$ cat config.mk
export PLATFORM = sky130hd
export DESIGN_NAME = modereg_load_seq
export DESIGN_NICKNAME = d
export VERILOG_FILES = /design/src/rtl/mrs_pkg.sv /design/src/rtl/mrs_cycle_counter.sv /design/src/rtl/mrs_word_builder.sv /design/src/rtl/mrs_fsm.sv /design/src/rtl/modereg_load_seq.sv
export SDC_FILE = /design/constraint.sdc
export NUM_CORES = 1
export LEC_CHECK = 0
export BUFFER_PORTS_ARGS = -buffer_cell sky130_fd_sc_hd__buf_4
export CORE_ASPECT_RATIO = 1.4
export CORE_UTILIZATION = 53
export CTS_BUF_LIST = sky130_fd_sc_hd__clkbuf_4
export CTS_CLUSTER_DIAMETER = 30
export CTS_CLUSTER_SIZE = 10
export DETAILED_ROUTE_END_ITERATION = 8
export PLACE_DENSITY = 0.84
export SLEW_MARGIN = 10
export SYNTH_ARGS = -nofsm -noshare
export SYNTH_HDL_FRONTEND = slang
export SYNTH_SLANG_ARGS = --single-unit
export TNS_END_PERCENT = 5
$ cat constraint.sdc
create_clock -name clk -period 1.69 [get_ports clk]
set_input_delay 0 -clock clk [delete_from_list [all_inputs] [get_ports clk]]
set_output_delay 0 -clock clk [all_outputs]
set_load 0.02 [all_outputs]
$ cat src/rtl/mrs_pkg.sv
package mrs_pkg;

   typedef enum logic [2:0] {
      CMD_LMR = 3'b000,
      CMD_NOP = 3'b111
   } mrs_cmd_e;

   typedef enum logic [2:0] {
      ST_IDLE     = 3'd0,
      ST_EXT_HOLD = 3'd1,
      ST_EXT_WAIT = 3'd2,
      ST_MR_HOLD  = 3'd3,
      ST_LOCK     = 3'd4
   } mrs_state_e;

   localparam logic [1:0] BA_BASE_REG = 2'b00;
   localparam logic [1:0] BA_EXT_REG  = 2'b01;

endpackage

$ cat src/rtl/mrs_cycle_counter.sv
module mrs_cycle_counter #(
   parameter int LIMIT = 2
) (
   input  logic clk,
   input  logic rst_n,
   input  logic clr_i,
   input  logic inc_i,
   output logic hit_o
);
   localparam int CW = (LIMIT < 1) ? 1 : $clog2(LIMIT + 1);

   generate
      if (LIMIT == 0) begin : g_zero
         assign hit_o = 1'b1;
      end else begin : g_count
         logic [CW-1:0] cnt_q;

         always_ff @(posedge clk) begin
            if (!rst_n) begin
               cnt_q <= '0;
            end else if (clr_i) begin
               cnt_q <= '0;
            end else if (inc_i && (cnt_q != CW'(LIMIT))) begin
               cnt_q <= cnt_q + 1'b1;
            end
         end

         assign hit_o = (cnt_q == CW'(LIMIT));
      end
   endgenerate

endmodule

$ cat src/rtl/mrs_word_builder.sv
module mrs_word_builder #(
   parameter int          ADDR_W      = 14,
   parameter int          DLL_RST_BIT = 8,
   parameter logic [15:0] BASE_WORD   = 16'h0021
) (
   input  logic              dll_en_i,
   input  logic              drv_i,
   output logic [ADDR_W-1:0] ext_word_o,
   output logic [ADDR_W-1:0] base_word_o
);
   localparam logic [ADDR_W-1:0] RST_MASK = {{(ADDR_W-1){1'b0}}, 1'b1} << DLL_RST_BIT;

   // low control field of the extended register
   assign ext_word_o[0] = ~dll_en_i;
   assign ext_word_o[1] = drv_i;

   // operating-mode field: always zero, width follows ADDR_W
   generate
      for (genvar b = 2; b < ADDR_W; b++) begin : g_opmode
         assign ext_word_o[b] = 1'b0;
      end
   endgenerate

   assign base_word_o = BASE_WORD[ADDR_W-1:0] | RST_MASK;

endmodule

$ cat src/rtl/mrs_fsm.sv
module mrs_fsm
   import mrs_pkg::*;
#(
   parameter int ADDR_W = 14
) (
   input  logic              clk,
   input  logic              rst_n,
   input  logic              start_i,
   input  logic              dll_en_i,
   input  logic              drv_i,
   input  logic              idle_i,
   input  logic              cke_i,
   input  logic              settle_hit_i,
   input  logic              lock_hit_i,
   input  logic [ADDR_W-1:0] ext_word_i,
   input  logic [ADDR_W-1:0] base_word_i,
   output logic              dll_en_q_o,
   output logic              drv_q_o,
   output logic              settle_clr_o,
   output logic              settle_inc_o,
   output logic              lock_clr_o,
   output logic              lock_inc_o,
   output logic [2:0]        cmd_o,
   output logic [1:0]        ba_o,
   output logic [ADDR_W-1:0] addr_o,
   output logic              busy_o,
   output logic              rd_ok_o
);
   mrs_state_e        state_q;
   mrs_cmd_e          cmd_q;
   logic [1:0]        ba_q;
   logic [ADDR_W-1:0] addr_q;
   logic              rd_ok_q;
   logic              dll_en_q;
   logic              drv_q;

   logic ext_go;
   logic base_go;

   assign ext_go  = (state_q == ST_EXT_HOLD) && idle_i;
   assign base_go = (state_q == ST_MR_HOLD) && idle_i;

   assign settle_clr_o = ext_go;
   assign settle_inc_o = (state_q == ST_EXT_WAIT);
   assign lock_clr_o   = base_go || ((state_q == ST_LOCK) && !cke_i);
   assign lock_inc_o   = (state_q == ST_LOCK) && cke_i;

   always_ff @(posedge clk) begin
      if (!rst_n) begin
         state_q  <= ST_IDLE;
         cmd_q    <= CMD_NOP;
         ba_q     <= '0;
         addr_q   <= '0;
         rd_ok_q  <= 1'b0;
         dll_en_q <= 1'b1;
         drv_q    <= 1'b0;
      end else begin
         cmd_q  <= CMD_NOP;
         ba_q   <= '0;
         addr_q <= '0;
         unique case (state_q)
            ST_IDLE: begin
               if (start_i) begin
                  state_q  <= ST_EXT_HOLD;
                  rd_ok_q  <= 1'b0;
                  dll_en_q <= dll_en_i;
                  drv_q    <= drv_i;
               end
            end
            ST_EXT_HOLD: begin
               if (ext_go) begin
                  cmd_q   <= CMD_LMR;
                  ba_q    <= BA_EXT_REG;
                  addr_q  <= ext_word_i;
                  state_q <= ST_EXT_WAIT;
               end
            end
            ST_EXT_WAIT: begin
               if (settle_hit_i) begin
                  if (dll_en_q) begin
                     state_q <= ST_MR_HOLD;
                  end else begin
                     state_q <= ST_IDLE;
                     rd_ok_q <= 1'b1;
                  end
               end
            end
            ST_MR_HOLD: begin
               if (base_go) begin
                  cmd_q   <= CMD_LMR;
                  ba_q    <= BA_BASE_REG;
                  addr_q  <= base_word_i;
                  state_q <= ST_LOCK;
               end
            end
            ST_LOCK: begin
               if (cke_i && lock_hit_i) begin
                  state_q <= ST_IDLE;
                  rd_ok_q <= 1'b1;
               end
            end
            default: state_q <= ST_IDLE;
         endcase
      end
   end

   assign dll_en_q_o = dll_en_q;
   assign drv_q_o    = drv_q;
   assign cmd_o      = cmd_q;
   assign ba_o       = ba_q;
   assign addr_o     = addr_q;
   assign busy_o     = (state_q != ST_IDLE);
   assign rd_ok_o    = rd_ok_q;

endmodule

$ cat src/rtl/modereg_load_seq.sv
module modereg_load_seq #(
   parameter int          ADDR_W      = 14,
   parameter int          TMRD        = 2,
   parameter int          LOCK_CYCLES = 200,
   parameter int          DLL_RST_BIT = 8,
   parameter logic [15:0] BASE_WORD   = 16'h0021
) (
   input  logic              clk,
   input  logic              rst_n,
   input  logic              start_i,
   input  logic              dll_en_i,
   input  logic              drv_i,
   input  logic              idle_i,
   input  logic              cke_i,
   output logic [2:0]        cmd_o,
   output logic [1:0]        ba_o,
   output logic [ADDR_W-1:0] addr_o,
   output logic              busy_o,
   output logic              rd_ok_o
);
   localparam int LOCK_LAST = LOCK_CYCLES - 1;

   generate
      if ((ADDR_W < 14) || (ADDR_W > 16)) begin : g_bad_aw
         $error("modereg_load_seq: ADDR_W must be 14, 15 or 16");
      end
      if (TMRD < 1) begin : g_bad_tmrd
         $error("modereg_load_seq: TMRD must be at least 1");
      end
      if ((LOCK_CYCLES < 2) || (LOCK_CYCLES <= TMRD)) begin : g_bad_lock
         $error("modereg_load_seq: LOCK_CYCLES must be at least 2 and above TMRD");
      end
      if ((DLL_RST_BIT < 2) || (DLL_RST_BIT >= ADDR_W)) begin : g_bad_rst
         $error("modereg_load_seq: DLL_RST_BIT out of range");
      end
   endgenerate

   logic              dll_en_q;
   logic              drv_q;
   logic [ADDR_W-1:0] ext_word;
   logic [ADDR_W-1:0] base_word;
   logic              settle_clr;
   logic              settle_inc;
   logic              settle_hit;
   logic              lock_clr;
   logic              lock_inc;
   logic              lock_hit;

   mrs_word_builder #(
      .ADDR_W      (ADDR_W),
      .DLL_RST_BIT (DLL_RST_BIT),
      .BASE_WORD   (BASE_WORD)
   ) words_i (
      .dll_en_i    (dll_en_q),
      .drv_i       (drv_q),
      .ext_word_o  (ext_word),
      .base_word_o (base_word)
   );

   mrs_cycle_counter #(.LIMIT(TMRD)) settle_cnt_i (
      .clk   (clk),
      .rst_n (rst_n),
      .clr_i (settle_clr),
      .inc_i (settle_inc),
      .hit_o (settle_hit)
   );

   mrs_cycle_counter #(.LIMIT(LOCK_LAST)) lock_cnt_i (
      .clk   (clk),
      .rst_n (rst_n),
      .clr_i (lock_clr),
      .inc_i (lock_inc),
      .hit_o (lock_hit)
   );

   mrs_fsm #(.ADDR_W(ADDR_W)) fsm_i (
      .clk          (clk),
      .rst_n        (rst_n),
      .start_i      (start_i),
      .dll_en_i     (dll_en_i),
      .drv_i        (drv_i),
      .idle_i       (idle_i),
      .cke_i        (cke_i),
      .settle_hit_i (settle_hit),
      .lock_hit_i   (lock_hit),
      .ext_word_i   (ext_word),
      .base_word_i  (base_word),
      .dll_en_q_o   (dll_en_q),
      .drv_q_o      (drv_q),
      .settle_clr_o (settle_clr),
      .settle_inc_o (settle_inc),
      .lock_clr_o   (lock_clr),
      .lock_inc_o   (lock_inc),
      .cmd_o        (cmd_o),
      .ba_o         (ba_o),
      .addr_o       (addr_o),
      .busy_o       (busy_o),
      .rd_ok_o      (rd_ok_o)
   );

endmodule

==> results of run 1 <==
==> layer usage <==
layer | GRT usage (%) | up-vias
li1 | - | 414
met1 | 19.6 | 372
met2 | 38.5 | 20
met3 | 2.44 | 2
met4 | 8.62 | 0
met5 | 0 | -
==> kinds of logic after synthesis <==
kind of cell	count (synthesis)
adder cells (fa/ha/maj)	2
flip-flops	21
XOR/XNOR	8
buffers and inverters	20
other	1
AO/OA/AOI/OAI	13
multiplexers	1
AND/OR/NAND/NOR	52
==> power groups by stage <==
stage	clock (mW)	sequential (mW)	combinational (mW)
after floorplan	0	0.536	0.131
final	0.238	0.533	0.145
after CTS	0.246	0.533	0.145
after detailed placement	0	0.545	0.136
after global routing	0.265	0.537	0.162
after global placement	0	0.542	0.131
==> what timing repair did <==
item	CTS	global route
endpoints found under the setup margin	0	0
hold buffers	5	0
endpoints found under the hold margin	7	0
setup buffers	0	0
resized for setup	0	0
==> sequential cells by signal (all words and copies together) (netlist names) <==
name                        count
fsm_i.cmd_o                     1
fsm_i.ba_o                      1
fsm_i.state_q                   3
fsm_i.rd_ok_o                   1
fsm_i.dll_en_q_o                1
settle_cnt_i.g_count.cnt_q      2
lock_cnt_i.g_count.cnt_q        8
fsm_i.addr_o                    3
fsm_i.drv_q_o                   1
==> through the flow <==
stage	hold slack, ps	setup WS [ps]	utilization (%)
2_1_floorplan	71.8	331	-
3_3_place_gp	238	317	60.6
3_5_place_dp	254	266	60.6
4_1_cts	34.7	249	64.9
5_1_grt	60.8	112	64.9
6_report	36.3	250	64.9
==> worst paths after layout <==
path                            startpoint                                       end  slack [ps]  depth (start not counted)
max          fsm_i.state_q[1]$_SDFFE_PN0P_  lock_cnt_i.g_count.cnt_q[1]$_SDFFE_PP0P_         250                          4
min                                  cke_i             fsm_i.state_q[2]$_SDFFE_PN0P_          40                          3
max reg2reg  fsm_i.state_q[1]$_SDFFE_PN0P_  lock_cnt_i.g_count.cnt_q[1]$_SDFFE_PP0P_         250                          4
min reg2reg     fsm_i.drv_q_o$_SDFFE_PN0P_                fsm_i.addr_o[1]$_SDFF_PN0_         490                          1
==> tightest hold or removal path, cell delays in order <==
cell and delay [ps]:
sky130_fd_sc_hd__buf_4 90, sky130_fd_sc_hd__a31o_2 130, sky130_fd_sc_hd__a21boi_0 70
==> cell usage in the layout (no fill, tap or decap), types with 5 or more instances in the layout <==
cell / count
sky130_fd_sc_hd__nand3_1: 7
sky130_fd_sc_hd__buf_4: 16
sky130_fd_sc_hd__conb_1: 11
sky130_fd_sc_hd__dfxtp_1: 21
sky130_fd_sc_hd__nand2_1: 12
sky130_fd_sc_hd__dlygate4sd3_1: 5
sky130_fd_sc_hd__a21oi_1: 5
sky130_fd_sc_hd__xor2_1: 7
sky130_fd_sc_hd__nor2_1: 13
==> area by class of cell <==
class / count / share of cell area [%]
clock buffers: 3 / 1.93
clock inverters: 1 / 0.428
multi-input cells: 87 / 44.1
inverters: 3 / 0.963
well taps: 20 / 2.14
flip-flops and latches: 21 / 35.9
repair buffers: 21 / 14.5
==> reports/qor_table.md, run 1 <==
| Step | Item | Reported |
|---|---|---|
| synth | Cell with the most instances after synthesis | sky130_fd_sc_hd__dfxtp_1 |
| synth | Number of distinct library cells after synthesis | 31 |
| routing | Wire length after detailed routing | 1850 microns |
| clock tree | Sink count of the clock tree | 21 |
| critical path | Largest stage delay on the critical path | 520 ps |
| synth | Synth Area in XOR/XNOR | 6.71% |
| timing | Final count of pins violating max slew | 0 |
| synth | Synth warnings | 0 |
| pwr | Proportion of power drawn by the clock network | 26.0% |
| synth | Post-synthesis compound-gate area fraction | 8.26% |
| clock tree | Clock buffers created by TritonCTS | 3 |
| placement | Placed cell count | 147 |
| final layout | Total Nets Final | 146 |
| pwr | Part of the total power dissipated in combinational logic | 15.8% |
| clock tree | Clk pin slew, worst setup/hold paths | 120 ps |
| pwr | Internal power | 0.659 mW |
| pwr | Total power consumption of the routed design | 0.916 mW |
| routing | Detailed-routing iteration count for the pre-antenna-repair pass | 4 |
| critical path | Crit-path slowest cell | sky130_fd_sc_hd__dfxtp_1 |
| pwr | Power per standard cell area | 783 nW/um^2 |
| timing | Pin slew with the least headroom to its limit | 603 ps |
| synth | Post-synthesis sequential area ratio | 40.2% |
| timing | Final critical delay including setup and external delays | 1440 ps |
| grt | Wire length of the first global-routing pass | 2910 microns |
| critical path | Kind of cell adding the most delay to the critical path | flip-flops |
| timing | Hold Violations, Final | 0 |
| synth | Area share of fa/ha/maj cells after synthesis | 2.40% |
| synth | Number of flip-flops and latches in the synthesized netlist | 21 |
| synth | Dominant combinational cell family by area after synthesis | simple AND/OR/NAND/NOR gates |
| final layout | P&R area growth vs syn | 12.0% |
| final layout | Antenna Cells | 0 |
| synth | Cell type with the largest total area after synthesis | sky130_fd_sc_hd__dfxtp_1 |
| pwr | Part of the power in registers | 58.2% |
| synth | Post-synthesis share of cell area spent on and, or, nand and nor gates | 27.1% |
| critical path | Critical Path RT | 1870 ps |
| routing | Wire length on met1 | 743 microns |
| grt | Largest net degree at the start of global routing | 13 |
| outcome | Result of the run | completed |
| timing | Max-slew headroom | 59.6% |
| synth | Synthesized area divided by synthesized cell count | 8.85 sq um |
| final layout | Multi-input logic area | 515 sq um |
| die | Core box area | 1800 sq um |
| pwr | Peak VDD IR | 0.000533 V |
| placement | Placed Area | 1090 sq um |
| critical path | Sort of element at the end of the critical path | flop |
| clock tree | Later-pin clock latency in the skew report | 300 ps |
| routing | Detailed-route via count | 808 |
| die | Overall die height | 54.5 microns |
| die | Effective utilization at floorplan | 58.0% |
| clock tree | Max H-tree Level | 1 |
| routing | Antenna viol nets, final | 0 |
| timing | Highest clock frequency the design can meet | 694 MHz |
| final layout | Combined flip-flop and latch cell area | 420 sq um |
| timing | Skew final | 1.89 ps |
| clock tree | Clock tree from TritonCTS | done |
| grt | Initial antenna violation count | 0 |
| timing | RSZ-0062 raised after global routing | no |
| placement | Count of buffers from port buffering | 16 |
| grt | Vias in the first global route | 722 |
| routing | Met2 WL post-DR | 1010 microns |
| routing | Routed vias/inst | 5.18 |
| routing | Routed WL per cell | 11.9 microns |
| final layout | Proportion of layout cells with a drive suffix above 1 | 18.4% |
| die | Die X | 39.5 microns |
| run | Max Cap Violations | 0 |
| synth | Most frequently used flop master after synthesis | sky130_fd_sc_hd__dfxtp_1 |
| timing | Final sum of negative setup slack | 0 ps |
| synth | Cell count after synthesis | 118 |
| critical path | Startpoint type of the worst setup path | flop |
| timing | Setup violations, final | 0 |
| synth | Multiplexer area fraction after synthesis | 0.958% |
| pwr | LEAKAGE | 0.512 nW |
| synth | Async set-or-reset flop fraction in the synthesized netlist | 0% |
| routing | Max Used Layer | met4 |
| die | Die Area | 2160 sq um |
| placement | Half-perimeter wire length after placement | 1460 microns |
| routing | Drc violations | 0 |
| critical path | Sequence of cells on the critical path | and4bb_2, a21bo_2, mux2i_1, nor2_1 |
| die | Placement Rows | 18 |
| clock tree | Maximum buffer depth of the clock tree | 2 |
| grt | Leftover overflow at the end of global routing | 0 |
| synth | Number of enable flip-flop cells after synthesis | 0 |
| routing | Drt initial violations | 12 |
| routing | Total met3 wirelength after detailed routing | 80 microns |
| die | Top Ports | 28 |
| synth | Biggest area contributors in the synthesized netlist | sky130_fd_sc_hd__dfxtp_1 (40%), sky130_fd_sc_hd__buf_4 (11%), sky130_fd_sc_hd__xor2_1 (5.9%), sky130_fd_sc_hd__nor2_1 (4.7%), sky130_fd_sc_hd__nand2_1 (4.3%) |
| pwr | Net Sw Frac | 28.1% |
| critical path | Buffering stage count on the worst path with inverters included | 0 |
| critical path | Worst-path fanout max | 10 |
| clock tree | Root Driver | sky130_fd_sc_hd__clkbuf_4 |
| pwr | Switching power | 0.258 mW |
| placement | Final RePlAce weighted congestion | 0.791 |
| synth | Post-synth top area share | 40.2% |
| critical path | Classification of the worst setup path | reg -> reg |
| grt | Global-route usage over all layers | 19.7% |
| final layout | Count of filler cells inserted in the layout | 179 |
| final layout | Non-filler cells in the finished layout | 156 |
| worst hold path | Hold Crit Class | in -> reg |
| synth | Synth cell count leaders | sky130_fd_sc_hd__dfxtp_1 (21), sky130_fd_sc_hd__buf_4 (15), sky130_fd_sc_hd__nor2_1 (13) |
| critical path | Crit path DAT | 1620 ps |
| final layout | Final design instance area without fill | 1170 sq um |
| timing | Final critical-path share of the clock period | 85.2% |
| synth | Area of the mapped netlist | 1040 sq um |
No activity file was read; power rests on OpenSTA's default activity.
==> run 2, diff against run 1 <==
--- a/config.mk
+++ b/config.mk
@@ -13,6 +13,7 @@
 export CTS_CLUSTER_SIZE = 10
 export DETAILED_ROUTE_END_ITERATION = 8
 export PLACE_DENSITY = 0.84
+export RECOVER_POWER = 25
 export SLEW_MARGIN = 10
 export SYNTH_ARGS = -nofsm -noshare
 export SYNTH_HDL_FRONTEND = slang
==> reports/qor_table.md, run 2 (same netlist as run 1, synthesis figures left out) <==
| Step | Item | Reported | Delta |
|---|---|---|---|
| timing | Final sum of negative setup slack | 0 ps | unchanged |
| timing | Max-slew headroom | 59.6% | unchanged |
| final layout | Proportion of layout cells with a drive suffix above 1 | 13.2% | was 18.4% |
| worst hold path | Cell depth of the worst hold path | 3 | unchanged |
| die | Core box area | 1800 sq um | unchanged |
| clock tree | Clock buffers created by TritonCTS | 3 | unchanged |
| timing | WHS | 36.2 ps | was 36.3 ps |
| critical path | Flop-to-flop setup slack | 250 ps | about the same |
| final layout | Register name with the most flops | lock_cnt_i.g_count.cnt_q | unchanged |
| critical path | Kind of cell adding the most delay to the critical path | flip-flops | unchanged |
| critical path | Sequence of cells on the critical path | and4bb_2, a21bo_2, mux2i_1, nor2_1 | unchanged |
| timing | Pin slew with the least headroom to its limit | 603 ps | about the same |
| pwr | Switching power | 0.257 mW | was 0.258 mW |
| timing | Skew final | 1.82 ps | was 1.89 ps |
| placement | Half-perimeter wire length after placement | 1460 microns | unchanged |
| critical path | Start of the worst register-to-register path | fsm_i.state_q[1]$_SDFFE_PN0P_ | unchanged |
| routing | Wire length after detailed routing | 1860 microns | was 1850 microns |
| pwr | Part of the power in registers | 58.4% | was 58.2% |
| pwr | Internal power | 0.656 mW | was 0.659 mW |
| pwr | Part of the total power dissipated in combinational logic | 15.5% | was 15.8% |
| clock tree | Sink count of the clock tree | 21 | unchanged |
| critical path | Sort of element at the end of the critical path | flop | unchanged |
| final layout | Most common library cell in the layout ignoring fill and taps | sky130_fd_sc_hd__dfxtp_1 | unchanged |
| worst hold path | Hold Crit Class | in -> reg | unchanged |
| placement | Count of buffers from port buffering | 16 | unchanged |
| grt | Global-route usage over all layers | 19.7% | unchanged |
| critical path | Largest stage delay on the critical path | 520 ps | about the same |
| grt | Largest net degree at the start of global routing | 13 | unchanged |
| critical path | Crit-path slowest cell | sky130_fd_sc_hd__dfxtp_1 | unchanged |
| critical path | Classification of the worst setup path | reg -> reg | unchanged |
| clock tree | Number of gates given a new drive strength after cts | 0 | unchanged |
| routing | Routed WL per cell | 11.9 microns | about the same |
| die | Top Ports | 28 | unchanged |
| placement | Pre-CTS setup slack | 266 ps | unchanged |
| timing | Highest clock frequency the design can meet | 695 MHz | was 694 MHz |
| timing | Hold Violations, Final | 0 | unchanged |
| die | Die Area | 2160 sq um | unchanged |
| final layout | Antenna Cells | 0 | unchanged |
| pwr | Power per standard cell area | 799 nW/um^2 | was 783 nW/um^2 |
| timing | Final critical delay including setup and external delays | 1440 ps | about the same |
| clock tree | Max H-tree Level | 1 | unchanged |
| clock tree | Clock tree from TritonCTS | done | unchanged |
| final layout | P&R area growth vs syn | 9.46% | was 12.0% |
| final layout | Most frequent cells in the layout | sky130_fd_sc_hd__dfxtp_1 (21), sky130_fd_sc_hd__nor2_1 (13), sky130_fd_sc_hd__nand2_1 (12), sky130_fd_sc_hd__conb_1 (11), sky130_fd_sc_hd__buf_4 (9) | was sky130_fd_sc_hd__dfxtp_1 (21), sky130_fd_sc_hd__buf_4 (16), sky130_fd_sc_hd__nor2_1 (13), sky130_fd_sc_hd__nand2_1 (12), sky130_fd_sc_hd__conb_1 (11) |
| routing | Detailed-routing iteration count for the pre-antenna-repair pass | 4 | unchanged |
| pwr | LEAKAGE | 0.483 nW | was 0.512 nW |
| outcome | Result of the run | completed | unchanged |
| pwr | Total power consumption of the routed design | 0.913 mW | was 0.916 mW |
| pwr | Net Sw Frac | 28.2% | was 28.1% |
| routing | Detailed-route via count | 806 | was 808 |
| timing | Final count of pins violating max slew | 0 | unchanged |
| timing | RSZ-0062 raised after global routing | no | unchanged |
| critical path | Crit path DAT | 1620 ps | about the same |
| die | Effective utilization at floorplan | 58.0% | unchanged |
| final layout | Max FFs per register | 8 | unchanged |
| critical path | Startpoint type of the worst setup path | flop | unchanged |
| placement | Placed cell count | 147 | unchanged |
| critical path | Critical Path RT | 1870 ps | about the same |
| final layout | Non-filler cells in the finished layout | 156 | unchanged |
| clock tree | Maximum buffer depth of the clock tree | 2 | unchanged |
| pwr | Peak VDD IR | 0.000533 V | about the same |
| grt | Vias in the first global route | 722 | unchanged |
| worst hold path | Worst hold path endpoint | fsm_i.state_q[2]$_SDFFE_PN0P_ | unchanged |
| routing | Antenna viol nets, final | 0 | unchanged |
| run | Max Cap Violations | 0 | unchanged |
| placement | Final RePlAce weighted congestion | 0.791 | unchanged |
| die | Placement Rows | 18 | unchanged |
| routing | Routed vias/inst | 5.17 | was 5.18 |
| clock tree | Later-pin clock latency in the skew report | 300 ps | about the same |
| routing | Drt initial violations | 12 | unchanged |
| timing | Final critical-path share of the clock period | 85.2% | about the same |
| grt | Initial antenna violation count | 0 | unchanged |
| critical path | Buffering stage count on the worst path with inverters included | 0 | unchanged |
| routing | Drc violations | 0 | unchanged |
| clock tree | Root Driver | sky130_fd_sc_hd__clkbuf_4 | unchanged |
| critical path | Worst-path fanout max | 10 | unchanged |
| grt | Wire length of the first global-routing pass | 2910 microns | unchanged |
| pwr | Proportion of power drawn by the clock network | 26.1% | was 26.0% |
| timing | Crit path setup slack, layout | 250 ps | about the same |
| clock tree | Clk pin slew, worst setup/hold paths | 120 ps | about the same |
| critical path | R2R cell count | 4 | unchanged |
| die | Die X | 39.5 microns | unchanged |
| final layout | Total Nets Final | 146 | unchanged |
| die | Overall die height | 54.5 microns | unchanged |
| worst hold path | Min-delay src | cke_i | unchanged |
| timing | Setup violations, final | 0 | unchanged |
| critical path | Worst R2R End | lock_cnt_i.g_count.cnt_q[1]$_SDFFE_PP0P_ | unchanged |
| grt | Leftover overflow at the end of global routing | 0 | unchanged |
run 2: cell count changes in the layout (fill, tap and decap cells not counted):
| cell | change |
|---|---|
| sky130_fd_sc_hd__buf_4 | -7 |
| sky130_fd_sc_hd__clkbuf_1 | +7 |
run 2: worst max path at each step:
stage,startpoint,to,cells after the start
6_report,fsm_i.state_q[1]$_SDFFE_PN0P_,lock_cnt_i.g_count.cnt_q[1]$_SDFFE_PP0P_,4
5_1_grt,fsm_i.state_q[1]$_SDFFE_PN0P_,settle_cnt_i.g_count.cnt_q[1]$_SDFFE_PP0P_,4
4_1_cts,fsm_i.state_q[0]$_SDFFE_PN0P_,lock_cnt_i.g_count.cnt_q[2]$_SDFFE_PP0P_,4
3_5_place_dp,fsm_i.state_q[0]$_SDFFE_PN0P_,lock_cnt_i.g_count.cnt_q[2]$_SDFFE_PP0P_,4
3_3_place_gp,lock_cnt_i.g_count.cnt_q[3]$_SDFFE_PP0P_,fsm_i.state_q[2]$_SDFFE_PN0P_,4
2_1_floorplan,fsm_i.state_q[1]$_SDFFE_PN0P_,lock_cnt_i.g_count.cnt_q[1]$_SDFFE_PP0P_,6
run 2: through the flow:
stage,instance area (sq um),utilization (%)
floorplan,1080,-
global placement,1090,60.6
detailed placement,1090,60.6
CTS,1170,64.9
global route,1140,63.5
finish,1140,63.5
run 2: tightest hold or removal path, delay by kind of cell:
| kind | cells | cell delay [ps] |
|---|---|---|
| AOI/OAI and AO/OA | 2 | 200 |
| buffers and inverters | 1 | 90 |
run 2: repair_timing:
item,4_1_cts,5_1_grt
hold endpoints to repair,7,0
hold buffers,5,0
buffers inserted,0,0
run 2: power by group through the flow:
stage | Sequential [mW] | Clock [mW] | Combinational [mW]
after global routing | 0.537 | 0.265 | 0.159
after CTS | 0.533 | 0.246 | 0.145
after floorplan | 0.536 | 0 | 0.131
after global placement | 0.542 | 0 | 0.131
after detailed placement | 0.545 | 0 | 0.136
final | 0.533 | 0.238 | 0.142
run 2: cell type report:
type / count / area, sq um
timing repair buffer: 21 / 144
clock buffer: 3 / 22.5
sequential: 21 / 420
inverter: 3 / 11.3
fill: 185 / 658
multi-input combinational: 87 / 515
clock inverter: 1 / 5.00
tap: 20 / 25.0
run 2: routing by layer:
layer	routed length, microns	global-route usage, %
met5	0	0
met1	749	19.6
met2	1010	38.5
met4	14	8.62
met3	86	2.44
==> run 3, diff against run 2 <==
--- a/config.mk
+++ b/config.mk
@@ -7,6 +7,7 @@
 export LEC_CHECK = 0
 export BUFFER_PORTS_ARGS = -buffer_cell sky130_fd_sc_hd__buf_4
 export CORE_ASPECT_RATIO = 1.4
+export CORE_MARGIN = 2
 export CORE_UTILIZATION = 53
 export CTS_BUF_LIST = sky130_fd_sc_hd__clkbuf_4
 export CTS_CLUSTER_DIAMETER = 30
==> reports/qor_table.md, run 3 (same netlist as run 1, synthesis figures left out) <==
| Step | Item | Reported | Delta |
|---|---|---|---|
| die | Placement Rows | 19 | was 18 |
| grt | Wire length of the first global-routing pass | 3350 microns | was 2910 microns |
| critical path | Crit path DAT | 1730 ps | was 1620 ps |
| outcome | Result of the run | completed | unchanged |
| routing | Met2 WL post-DR | 1080 microns | was 1010 microns |
| routing | Total met3 wirelength after detailed routing | 76 microns | was 86 microns |
| pwr | Total power consumption of the routed design | 0.918 mW | was 0.913 mW |
| clock tree | Sink count of the clock tree | 21 | unchanged |
| routing | Detailed-route via count | 844 | was 806 |
| timing | WHS | 34.1 ps | was 36.2 ps |
| worst hold path | Min-delay src | cke_i | unchanged |
| final layout | Combined flip-flop and latch cell area | 423 sq um | was 420 sq um |
| clock tree | Max H-tree Level | 1 | unchanged |
| routing | Wire length on met1 | 675 microns | was 749 microns |
| critical path | Classification of the worst setup path | reg -> reg | unchanged |
| final layout | Antenna Cells | 0 | unchanged |
| die | Top Ports | 28 | unchanged |
| clock tree | Post-CTS setup buffers | 0 | unchanged |
| clock tree | Clock buffers created by TritonCTS | 3 | unchanged |
| timing | RSZ-0062 raised after global routing | no | unchanged |
| run | Max Cap Violations | 0 | unchanged |
| final layout | Final design instance area without fill | 1180 sq um | was 1140 sq um |
| critical path | Worst-path fanout max | 7 | was 10 |
| pwr | Peak VDD IR | 0.000526 V | was 0.000533 V |
| timing | Highest clock frequency the design can meet | 671 MHz | was 695 MHz |
| critical path | R2R cell count | 4 | unchanged |
| routing | Wire length after detailed routing | 1870 microns | was 1860 microns |
| placement | Half-perimeter wire length after placement | 1400 microns | was 1460 microns |
| timing | Final critical-path share of the clock period | 88.2% | was 85.2% |
| final layout | P&R area growth vs syn | 12.6% | was 9.46% |
| grt | Global-route usage over all layers | 17.9% | was 19.7% |
| routing | Drt initial violations | 11 | was 12 |
| worst hold path | Worst hold path endpoint | fsm_i.state_q[2]$_SDFFE_PN0P_ | unchanged |
| clock tree | Clock tree from TritonCTS | done | unchanged |
| routing | Drc violations | 0 | unchanged |
| timing | Hold Violations, Final | 0 | unchanged |
| clock tree | Later-pin clock latency in the skew report | 300 ps | about the same |
| clock tree | Root Driver | sky130_fd_sc_hd__clkbuf_4 | unchanged |
| placement | Count of buffers from port buffering | 16 | unchanged |
| final layout | Multi-input logic area | 527 sq um | was 515 sq um |
| critical path | Critical Path RT | 1930 ps | was 1870 ps |
| final layout | Non-filler cells in the finished layout | 159 | was 156 |
| routing | Routed vias/inst | 5.31 | was 5.17 |
| routing | Antenna viol nets, final | 0 | unchanged |
| die | Overall die height | 56.5 microns | was 54.5 microns |
| routing | Max Used Layer | met4 | unchanged |
| final layout | Most frequent cells in the layout | sky130_fd_sc_hd__dfxtp_1 (19), sky130_fd_sc_hd__nor2_1 (13), sky130_fd_sc_hd__nand2_1 (12), sky130_fd_sc_hd__conb_1 (11), sky130_fd_sc_hd__buf_4 (10) | was sky130_fd_sc_hd__dfxtp_1 (21), sky130_fd_sc_hd__nor2_1 (13), sky130_fd_sc_hd__nand2_1 (12), sky130_fd_sc_hd__conb_1 (11), sky130_fd_sc_hd__buf_4 (9) |
| grt | Vias in the first global route | 877 | was 722 |
| final layout | Register name with the most flops | lock_cnt_i.g_count.cnt_q | unchanged |
| die | Die X | 41.5 microns | was 39.5 microns |
| routing | Routed WL per cell | 11.8 microns | was 11.9 microns |
| timing | Skew final | 6.69 ps | was 1.82 ps |
| placement | Placed Area | 1100 sq um | was 1090 sq um |
| final layout | Count of filler cells inserted in the layout | 191 | was 185 |
| die | Effective utilization at floorplan | 54.9% | was 58.0% |
| final layout | Most common library cell in the layout ignoring fill and taps | sky130_fd_sc_hd__dfxtp_1 | unchanged |
| final layout | Proportion of layout cells with a drive suffix above 1 | 15.9% | was 13.2% |
| worst hold path | Hold Crit Class | in -> reg | unchanged |
| grt | Leftover overflow at the end of global routing | 0 | unchanged |
| final layout | Total Nets Final | 148 | was 146 |
| critical path | Startpoint type of the worst setup path | flop | unchanged |
| timing | Final sum of negative setup slack | 0 ps | unchanged |
| timing | Final critical delay including setup and external delays | 1490 ps | was 1440 ps |
| placement | Placed cell count | 149 | was 147 |
| placement | Final RePlAce weighted congestion | 0.785 | was 0.791 |
| critical path | Start of the worst register-to-register path | fsm_i.state_q[2]$_SDFFE_PN0P_ | was fsm_i.state_q[1]$_SDFFE_PN0P_ |
| pwr | LEAKAGE | 0.495 nW | was 0.483 nW |
| die | Die Area | 2350 sq um | was 2160 sq um |
| routing | Detailed-routing iteration count for the pre-antenna-repair pass | 4 | unchanged |
| critical path | Flop-to-flop setup slack | 200 ps | was 250 ps |
| clock tree | Maximum buffer depth of the clock tree | 2 | unchanged |
| grt | Largest net degree at the start of global routing | 13 | unchanged |
| timing | Final count of pins violating max slew | 0 | unchanged |
| critical path | Worst R2R End | fsm_i.drv_q_o$_SDFFE_PN0P_ | was lock_cnt_i.g_count.cnt_q[1]$_SDFFE_PP0P_ |
| worst hold path | Cell depth of the worst hold path | 3 | unchanged |
| timing | Setup violations, final | 0 | unchanged |
| final layout | Max FFs per register | 8 | unchanged |
| pwr | Power per standard cell area | 780 nW/um^2 | was 799 nW/um^2 |
| clock tree | Clk pin slew, worst setup/hold paths | 110 ps | was 120 ps |
| critical path | Sort of element at the end of the critical path | flop | unchanged |
| grt | Initial antenna violation count | 0 | unchanged |
| die | Core box area | 1900 sq um | was 1800 sq um |
[run 3: changes by cell type in the layout (fill, tap and decap cells not counted), sizes merged]
cell / change
buf: +1
dlygate4sd3: +1
[run 3: worst max path at each step]
| stage | from | end | slack [ps] | cells after the start |
|---|---|---|---|---|
| 2_1_floorplan | fsm_i.state_q[1]$_SDFFE_PN0P_ | lock_cnt_i.g_count.cnt_q[1]$_SDFFE_PP0P_ | 330 | 6 |
| 3_3_place_gp | fsm_i.state_q[1]$_SDFFE_PN0P_ | lock_cnt_i.g_count.cnt_q[1]$_SDFFE_PP0P_ | 330 | 4 |
| 3_5_place_dp | fsm_i.state_q[1]$_SDFFE_PN0P_ | lock_cnt_i.g_count.cnt_q[1]$_SDFFE_PP0P_ | 300 | 4 |
| 4_1_cts | fsm_i.state_q[0]$_SDFFE_PN0P_ | fsm_i.drv_q_o$_SDFFE_PN0P_ | 10 | 4 |
| 5_1_grt | fsm_i.state_q[2]$_SDFFE_PN0P_ | fsm_i.drv_q_o$_SDFFE_PN0P_ | 50 | 4 |
| 6_report | fsm_i.state_q[2]$_SDFFE_PN0P_ | fsm_i.drv_q_o$_SDFFE_PN0P_ | 200 | 4 |
[run 3: routing by layer]
metal,vias up,global-route usage [%]
li1,419,-
met1,399,17.0
met2,18,35.3
met3,8,2.89
met4,0,9.22
met5,-,0
[run 3: stage by stage]
stage	util (%)	setup WS, ps
floorplan	-	331
global placement	57.9	333
detailed placement	57.9	304
CTS	62.5	13.2
global route	61.8	51.7
finish	61.8	200
[run 3: worst max-delay path, stage by stage, from the launching register on]
cell                            delay, ps
sky130_fd_sc_hd__dfxtp_1              400
sky130_fd_sc_hd__nor3_4               250
sky130_fd_sc_hd__nand3_1               90
sky130_fd_sc_hd__dlygate4sd3_1        560
sky130_fd_sc_hd__a21boi_0             130
[run 3: final cells by class]
class                           count  share of cell area, %
Multi-Input combinational cell     87                   44.8
Sequential cell                    21                   36.0
Timing Repair Buffer               23                   13.7
Tap cell                           21                   2.23
Clock buffer                        3                   1.91
Inverter                            3                  0.957
Clock inverter                      1                  0.426
[run 3: report_power, final]
| group | leakage, nW | total, mW | internal [mW] | switching [mW] |
|---|---|---|---|---|
| combinational | 0.306 | 0.148 | 0.0626 | 0.0857 |
| sequential | 0.171 | 0.537 | 0.514 | 0.0232 |
| clock | 0.0177 | 0.233 | 0.0881 | 0.145 |
[run 3: repair_timing]
item	4_1_cts	5_1_grt
gates resized for setup	0	4
setup endpoints to repair	0	1
hold buffers	6	0
hold endpoints to repair	7	0
